--- config.mk ---
export PLATFORM = sky130hd
export DESIGN_NAME = cbu_core
export DESIGN_NICKNAME = d
export VERILOG_FILES = /design/src/rtl/cbu_pkg.sv /design/src/rtl/cbu_compare.sv /design/src/rtl/cbu_flagreg.sv /design/src/rtl/cbu_branch.sv /design/src/rtl/cbu_core.sv
export SDC_FILE = /design/constraint.sdc
export NUM_CORES = 1
export LEC_CHECK = 0
export ABC_CLOCK_PERIOD_IN_PS = 4310
export BUFFER_PORTS_ARGS = -buffer_cell sky130_fd_sc_hd__buf_4
export CAP_MARGIN = 20
export CELL_PAD_IN_SITES_DETAIL_PLACEMENT = 1
export CELL_PAD_IN_SITES_GLOBAL_PLACEMENT = 1
export CORE_MARGIN = 3
export CORE_UTILIZATION = 30
export DETAILED_ROUTE_END_ITERATION = 12
export PLACE_DENSITY_LB_ADDON = 0.1
export RECOVER_POWER = 50
export SLEW_MARGIN = 30
export SYNTH_ARGS = -nofsm -noshare
export SYNTH_HDL_FRONTEND = slang
export SYNTH_SLANG_ARGS = --single-unit
--- constraint.sdc ---
create_clock -name clk -period 4.31 [get_ports clk]
set_input_delay 0.431 -clock clk [delete_from_list [all_inputs] [get_ports clk]]
set_output_delay 0.431 -clock clk [all_outputs]
set_load 0.005 [all_outputs]
--- src/rtl/cbu_pkg.sv ---
// Shared types for the compare and branch unit.
// Assumes a 3-bit decoded operation field supplied by an external decoder.
package cbu_pkg;
    typedef enum logic [2:0] {
        OP_NOP = 3'd0,
        OP_CMP = 3'd1,
        OP_B   = 3'd2,
        OP_BEQ = 3'd3,
        OP_BNE = 3'd4,
        OP_BGT = 3'd5,
        OP_BLT = 3'd6,
        OP_BL  = 3'd7
    } cbu_op_e;

    typedef struct packed {
        logic lt;
        logic eq;
        logic gt;
    } cbu_flags_t;
endpackage

--- src/rtl/cbu_compare.sv ---
// Signed magnitude comparator producing one-hot less/equal/greater flags.
// Assumes both operands are two's complement values of DATA_W bits.
module cbu_compare
    import cbu_pkg::*;
#(
    parameter int DATA_W = 32
) (
    input  logic [DATA_W-1:0] a_i,
    input  logic [DATA_W-1:0] b_i,
    output cbu_flags_t        res_o
);
    // Classify the operand pair into exactly one outcome.
    always_comb begin
        res_o = '0;
        if ($signed(a_i) < $signed(b_i)) begin
            res_o.lt = 1'b1;
        end else if (a_i == b_i) begin
            res_o.eq = 1'b1;
        end else begin
            res_o.gt = 1'b1;
        end
    end
endmodule

--- src/rtl/cbu_flagreg.sv ---
// Status flag register. It loads on a compare or on a whole-word write;
// the write wins when both happen in one cycle.
// Assumes the flags sit at the top three bits of the status word.
module cbu_flagreg
    import cbu_pkg::*;
#(
    parameter int DATA_W = 32
) (
    input  logic              clk,
    input  logic              rst_n,
    input  logic              cmp_en_i,
    input  cbu_flags_t        cmp_res_i,
    input  logic              wr_en_i,
    input  logic [DATA_W-1:0] wr_data_i,
    output cbu_flags_t        flags_o,
    output logic [DATA_W-1:0] stat_o
);
    localparam int LT_POS = DATA_W - 1;
    localparam int EQ_POS = DATA_W - 2;
    localparam int GT_POS = DATA_W - 3;

    cbu_flags_t flags_q;

    // Hold the flags; reset clears, a write has priority over a compare.
    always_ff @(posedge clk) begin
        if (!rst_n) begin
            flags_q <= '0;
        end else if (wr_en_i) begin
            flags_q <= {wr_data_i[LT_POS], wr_data_i[EQ_POS], wr_data_i[GT_POS]};
        end else if (cmp_en_i) begin
            flags_q <= cmp_res_i;
        end
    end

    // Place the flags into the status word layout.
    always_comb begin
        stat_o         = '0;
        stat_o[LT_POS] = flags_q.lt;
        stat_o[EQ_POS] = flags_q.eq;
        stat_o[GT_POS] = flags_q.gt;
    end

    assign flags_o = flags_q;

    assert_cmp_onehot_R2: assert property (@(posedge clk) disable iff (!rst_n)
        (cmp_en_i && !wr_en_i) |=> ($countones(flags_q) == 1));

    assert_write_loads_R9: assert property (@(posedge clk) disable iff (!rst_n)
        wr_en_i |=> (stat_o[LT_POS:GT_POS] == $past(wr_data_i[LT_POS:GT_POS])));

    assert_flags_hold_R10: assert property (@(posedge clk) disable iff (!rst_n)
        (!cmp_en_i && !wr_en_i) |=> $stable(flags_q));
endmodule

--- src/rtl/cbu_branch.sv ---
// Branch resolution: computes the PC-relative target, the taken decision
// from the stored flags, and the link strobe and value.
// Assumes pc_i already points one instruction past the branch.
module cbu_branch
    import cbu_pkg::*;
#(
    parameter int ADDR_W = 32
) (
    input  cbu_op_e           op_i,
    input  cbu_flags_t        flags_i,
    input  logic [ADDR_W-1:0] pc_i,
    input  logic [ADDR_W-1:0] offset_i,
    output logic              taken_o,
    output logic [ADDR_W-1:0] next_pc_o,
    output logic              link_we_o,
    output logic [ADDR_W-1:0] link_val_o
);
    localparam logic [ADDR_W-1:0] INSN_BYTES = ADDR_W'(4);

    logic [ADDR_W-1:0] target;

    // Target relative to the branch's own address, wrapping.
    assign target = pc_i - INSN_BYTES + offset_i;

    // Decide whether the current op redirects the PC.
    always_comb begin
        unique case (op_i)
            OP_B, OP_BL: taken_o = 1'b1;
            OP_BEQ:      taken_o = flags_i.eq;
            OP_BNE:      taken_o = !flags_i.eq;
            OP_BGT:      taken_o = flags_i.gt;
            OP_BLT:      taken_o = flags_i.lt;
            default:     taken_o = 1'b0;
        endcase
    end

    // Select the next PC and the link outputs.
    always_comb begin
        next_pc_o  = taken_o ? target : pc_i;
        link_we_o  = (op_i == OP_BL);
        link_val_o = pc_i;
    end

    always_comb begin
        assert_not_taken_R7: assert (taken_o || (next_pc_o == pc_i));
        assert_link_taken_R8: assert (!link_we_o || (taken_o && link_val_o == pc_i));
        assert_uncond_R6: assert (!(op_i == OP_B || op_i == OP_BL) || taken_o);
    end
endmodule

--- src/rtl/cbu_core.sv ---
// Top of the compare and branch unit. Selects the second compare operand,
// feeds the comparator into the flag register and resolves branches
// against the stored flags. One operation per cycle.
module cbu_core
    import cbu_pkg::*;
#(
    parameter int DATA_W = 32
) (
    input  logic              clk,
    input  logic              rst_n,
    input  logic [2:0]        op_i,
    input  logic [DATA_W-1:0] opa_i,
    input  logic [DATA_W-1:0] opb_reg_i,
    input  logic [DATA_W-1:0] opb_imm_i,
    input  logic              imm_sel_i,
    input  logic [DATA_W-1:0] offset_i,
    input  logic [DATA_W-1:0] pc_i,
    input  logic              stat_we_i,
    input  logic [DATA_W-1:0] stat_wdata_i,
    output logic [DATA_W-1:0] stat_o,
    output logic              flag_lt_o,
    output logic              flag_eq_o,
    output logic              flag_gt_o,
    output logic [DATA_W-1:0] next_pc_o,
    output logic              branch_taken_o,
    output logic              link_we_o,
    output logic [DATA_W-1:0] link_val_o
);
    cbu_op_e           op;
    logic [DATA_W-1:0] opb;
    cbu_flags_t        cmp_res;
    cbu_flags_t        flags;

    // Decode the op field and pick the second operand.
    always_comb begin
        op  = cbu_op_e'(op_i);
        opb = imm_sel_i ? opb_imm_i : opb_reg_i;
    end

    cbu_compare #(.DATA_W(DATA_W)) u_cmp (
        .a_i   (opa_i),
        .b_i   (opb),
        .res_o (cmp_res)
    );

    cbu_flagreg #(.DATA_W(DATA_W)) u_flags (
        .clk       (clk),
        .rst_n     (rst_n),
        .cmp_en_i  (op == OP_CMP),
        .cmp_res_i (cmp_res),
        .wr_en_i   (stat_we_i),
        .wr_data_i (stat_wdata_i),
        .flags_o   (flags),
        .stat_o    (stat_o)
    );

    cbu_branch #(.ADDR_W(DATA_W)) u_br (
        .op_i       (op),
        .flags_i    (flags),
        .pc_i       (pc_i),
        .offset_i   (offset_i),
        .taken_o    (branch_taken_o),
        .next_pc_o  (next_pc_o),
        .link_we_o  (link_we_o),
        .link_val_o (link_val_o)
    );

    assign flag_lt_o = flags.lt;
    assign flag_eq_o = flags.eq;
    assign flag_gt_o = flags.gt;

    assert_reset_clear_R1: assert property (@(posedge clk)
        !rst_n |=> (stat_o == '0));
endmodule

==> metrics <==
largest net degree at the start of global routing=41; H-tree depth=1; outcome=complete, no violations; sequential fraction of the synthesis area=1.31%; IO Count=300; hold depth=3; leakage=0.00354 uW; Starting Density=31.1%; worst-margin pin slew=0.715 ns; Final ANT Viol Nets=0; initial antenna violation count=0; Post-Syn Area=4570 um2; Final Non-Filler Cells=1040; fraction of registers with async set/reset=0%; Max-cap violations=0; die footprint=16700 um2; DIE WIDTH=129 um; worst setup margin=0.510 ns; GP Congestion=0.837; CP Class=input pin to output pin; setup TNS=0 ns; critical path required time=3.88 ns; Layout Skew=0 ns; RSZ-0062 raised after global routing=false; Placed Instances=1036; final number of max-transition violations=0; flop-to-flop setup slack=3.40 ns; DRT Wirelength=15.2 mm; # rows=44; Worst path slowest cell=fa_1; Synth area leaders=ha_1 (25%), buf_4 (11%), inv_1 (10%), mux2i_1 (7.2%), o21ai_0 (4.9%); fillcell total=1945; post-route minimum period=3.80 ns; dominant cell type by area after synthesis=ha_1; Clock Tree Buf Depth=2; FMAX=263 MHz; Synth Register Bits=3; CP top delay family=compound AO/OA/AOI/OAI gates; vias per std cell=4.75; WL per Instance=14.6 um; Worst VDD drop=0.186 mV; number of buffers created by CTS=3; startpoint type of the worst setup path=input pin; worst-path maximum fanout=6; R2R depth=3; core box area=14700 um2; synth cell count leaders=inv_1 (126), ha_1 (93), buf_4 (64); Clock Sinks=3; placed wire-length estimate=13.8 mm; first-pass GRT wire length=23.9 mm; EDFF count, synth=0; antenna diode count=0; GRT overflow=0; DRT iter0 DRCs=79; Mapped Avg Cell Area=6.91 um2; P per Cell Area=179 nW/um2; max_slew headroom=52.3%; CP bufs+invs=3; port bufs=241; area post-placement=6140 um2; RR Startpoint=u_flags.flags_o[1]; CTS resizes=0; CTS clk-pin slew, worst paths=0.03 ns; vias in the first global route=5247; Cells after Synth=661; yosys synthesis warning count=0; Hold Path Sink=u_flags.flags_o[2]; clk root buf=clkbuf_16; later-pin clock latency in the skew report=0.23 ns; Tot GR Track Use=17.1%; Arr. time, crit path=3.37 ns; DR vias=4942; Die H=129 um; Netlist cell types=59; Final Hold Viols=0; Initial DRT Pass Iterations=4; design area=6200 um2; crit path launch=pc_i[1]; CP Capture Type=output pin; Hold Buf Count CTS=0; CTS tree=built; top_reg_cell synth=dfxtp_1; Finish-stage setup viols=0; area grow syn2layout=35.8%; reg2reg end=u_flags.flags_o[1]; post-synth top area share=25.5%; Hold/Removal Path Class=input pin to flip-flop; most common cell in the netlist=inv_1; HP Start=stat_wdata_i[31]; layout cells sized above 1=29.8%; crit-path cells=buf_4 > ha_1 > ha_1 > inv_1 > fa_1 > nor2b_1 > o2111ai_1 > a21boi_2 > o21a_2 > o221ai_4 > o31ai_4 > a41oi_2 > o21ai_1 > xor2_1 > buf_4; Remaining DRCs=0; max reg flops=3; Post CTS Setup Buffer Count=0; CP max stage delay=0.41 ns; Placement Setup Slack=0.456 ns; period utilization=88.2%; Final Net Count=1150
how the worst max path moves through the flow:
stage | to | slack (ns) | cells after the start
finish | next_pc_o[31] | 0.51 | 15
global route | next_pc_o[31] | 0.30 | 15
CTS | next_pc_o[31] | 0.45 | 15
detailed placement | next_pc_o[31] | 0.46 | 15
global placement | next_pc_o[31] | 0.49 | 15
floorplan | next_pc_o[31] | 1.13 | 13
layout by cell type (no fill, tap or decap), types with 8 or more instances in the layout:
| master | count |
|---|---|
| nor3_1 | 8 |
| conb_1 | 29 |
| nand2_1 | 50 |
| nor2_1 | 29 |
| nand2b_1 | 8 |
| a21o_1 | 23 |
| buf_4 | 205 |
| ha_1 | 93 |
| xnor2_1 | 11 |
| o21ai_0 | 45 |
| inv_1 | 126 |
| mux2i_1 | 33 |
| a21oi_1 | 39 |
| xor2_1 | 12 |
| clkbuf_4 | 33 |
| nand3_1 | 11 |
| nand4_1 | 11 |
power by group:
group,leakage (uW),switching [uW],internal [uW]
registers,0.0000249,2.82,30.1
clock network,0.0000382,28.3,122
logic,0.00348,465,462
metrics by stage:
| step | power [uW] | util (%) | hold slack, ns |
|---|---|---|---|
| 6_report | 1110 | 42.2 | 0.439 |
| 5_1_grt | 1240 | 42.2 | 0.463 |
| 4_1_cts | 1140 | 42.3 | 0.444 |
| 3_5_place_dp | 979 | 41.8 | 0.589 |
| 3_3_place_gp | 953 | 41.8 | 0.592 |
| 2_1_floorplan | 629 | - | 0.545 |
logic make-up (layout without fill, tap and decap cells):
| kind of cell | count (synthesis) | in the layout | synth area share (%) |
|---|---|---|---|
| flops | 3 | 3 | 1.31 |
| buf+inv | 205 | 372 | 23.1 |
| fa+ha+maj | 94 | 94 | 25.9 |
| mux | 34 | 34 | 7.48 |
| other cells | 1 | 29 | 0.0821 |
| simple gates | 145 | 145 | 15.6 |
| compound gates | 156 | 156 | 22.1 |
| xor+xnor | 23 | 23 | 4.41 |
per-layer routing:
layer / global-route usage [%] / wire length [um] / vias to the layer above
met5: 0 / 0 / -
met4: 2.81 / 207 / 0
met3: 3.17 / 1080 / 14
met2: 33.3 / 7750 / 165
met1: 19.6 / 6120 / 2215
li1: - / - / 2548
area by class of cell:
class / count / area, um2 / share of cell area (%)
multi-input cells: 481 / 3560 / 57.4
repair buffers: 242 / 1800 / 29.0
inverters: 126 / 473 / 7.62
well taps: 184 / 230 / 3.71
clock buffers: 4 / 78.8 / 1.27
flip-flops and latches: 3 / 60.1 / 0.968
worst min-delay path: stages:
cell,delay [ns]
buf_4,0.08
nand3_1,0.06
nand2_1,0.07
Power figures use the tool's default switching activity.
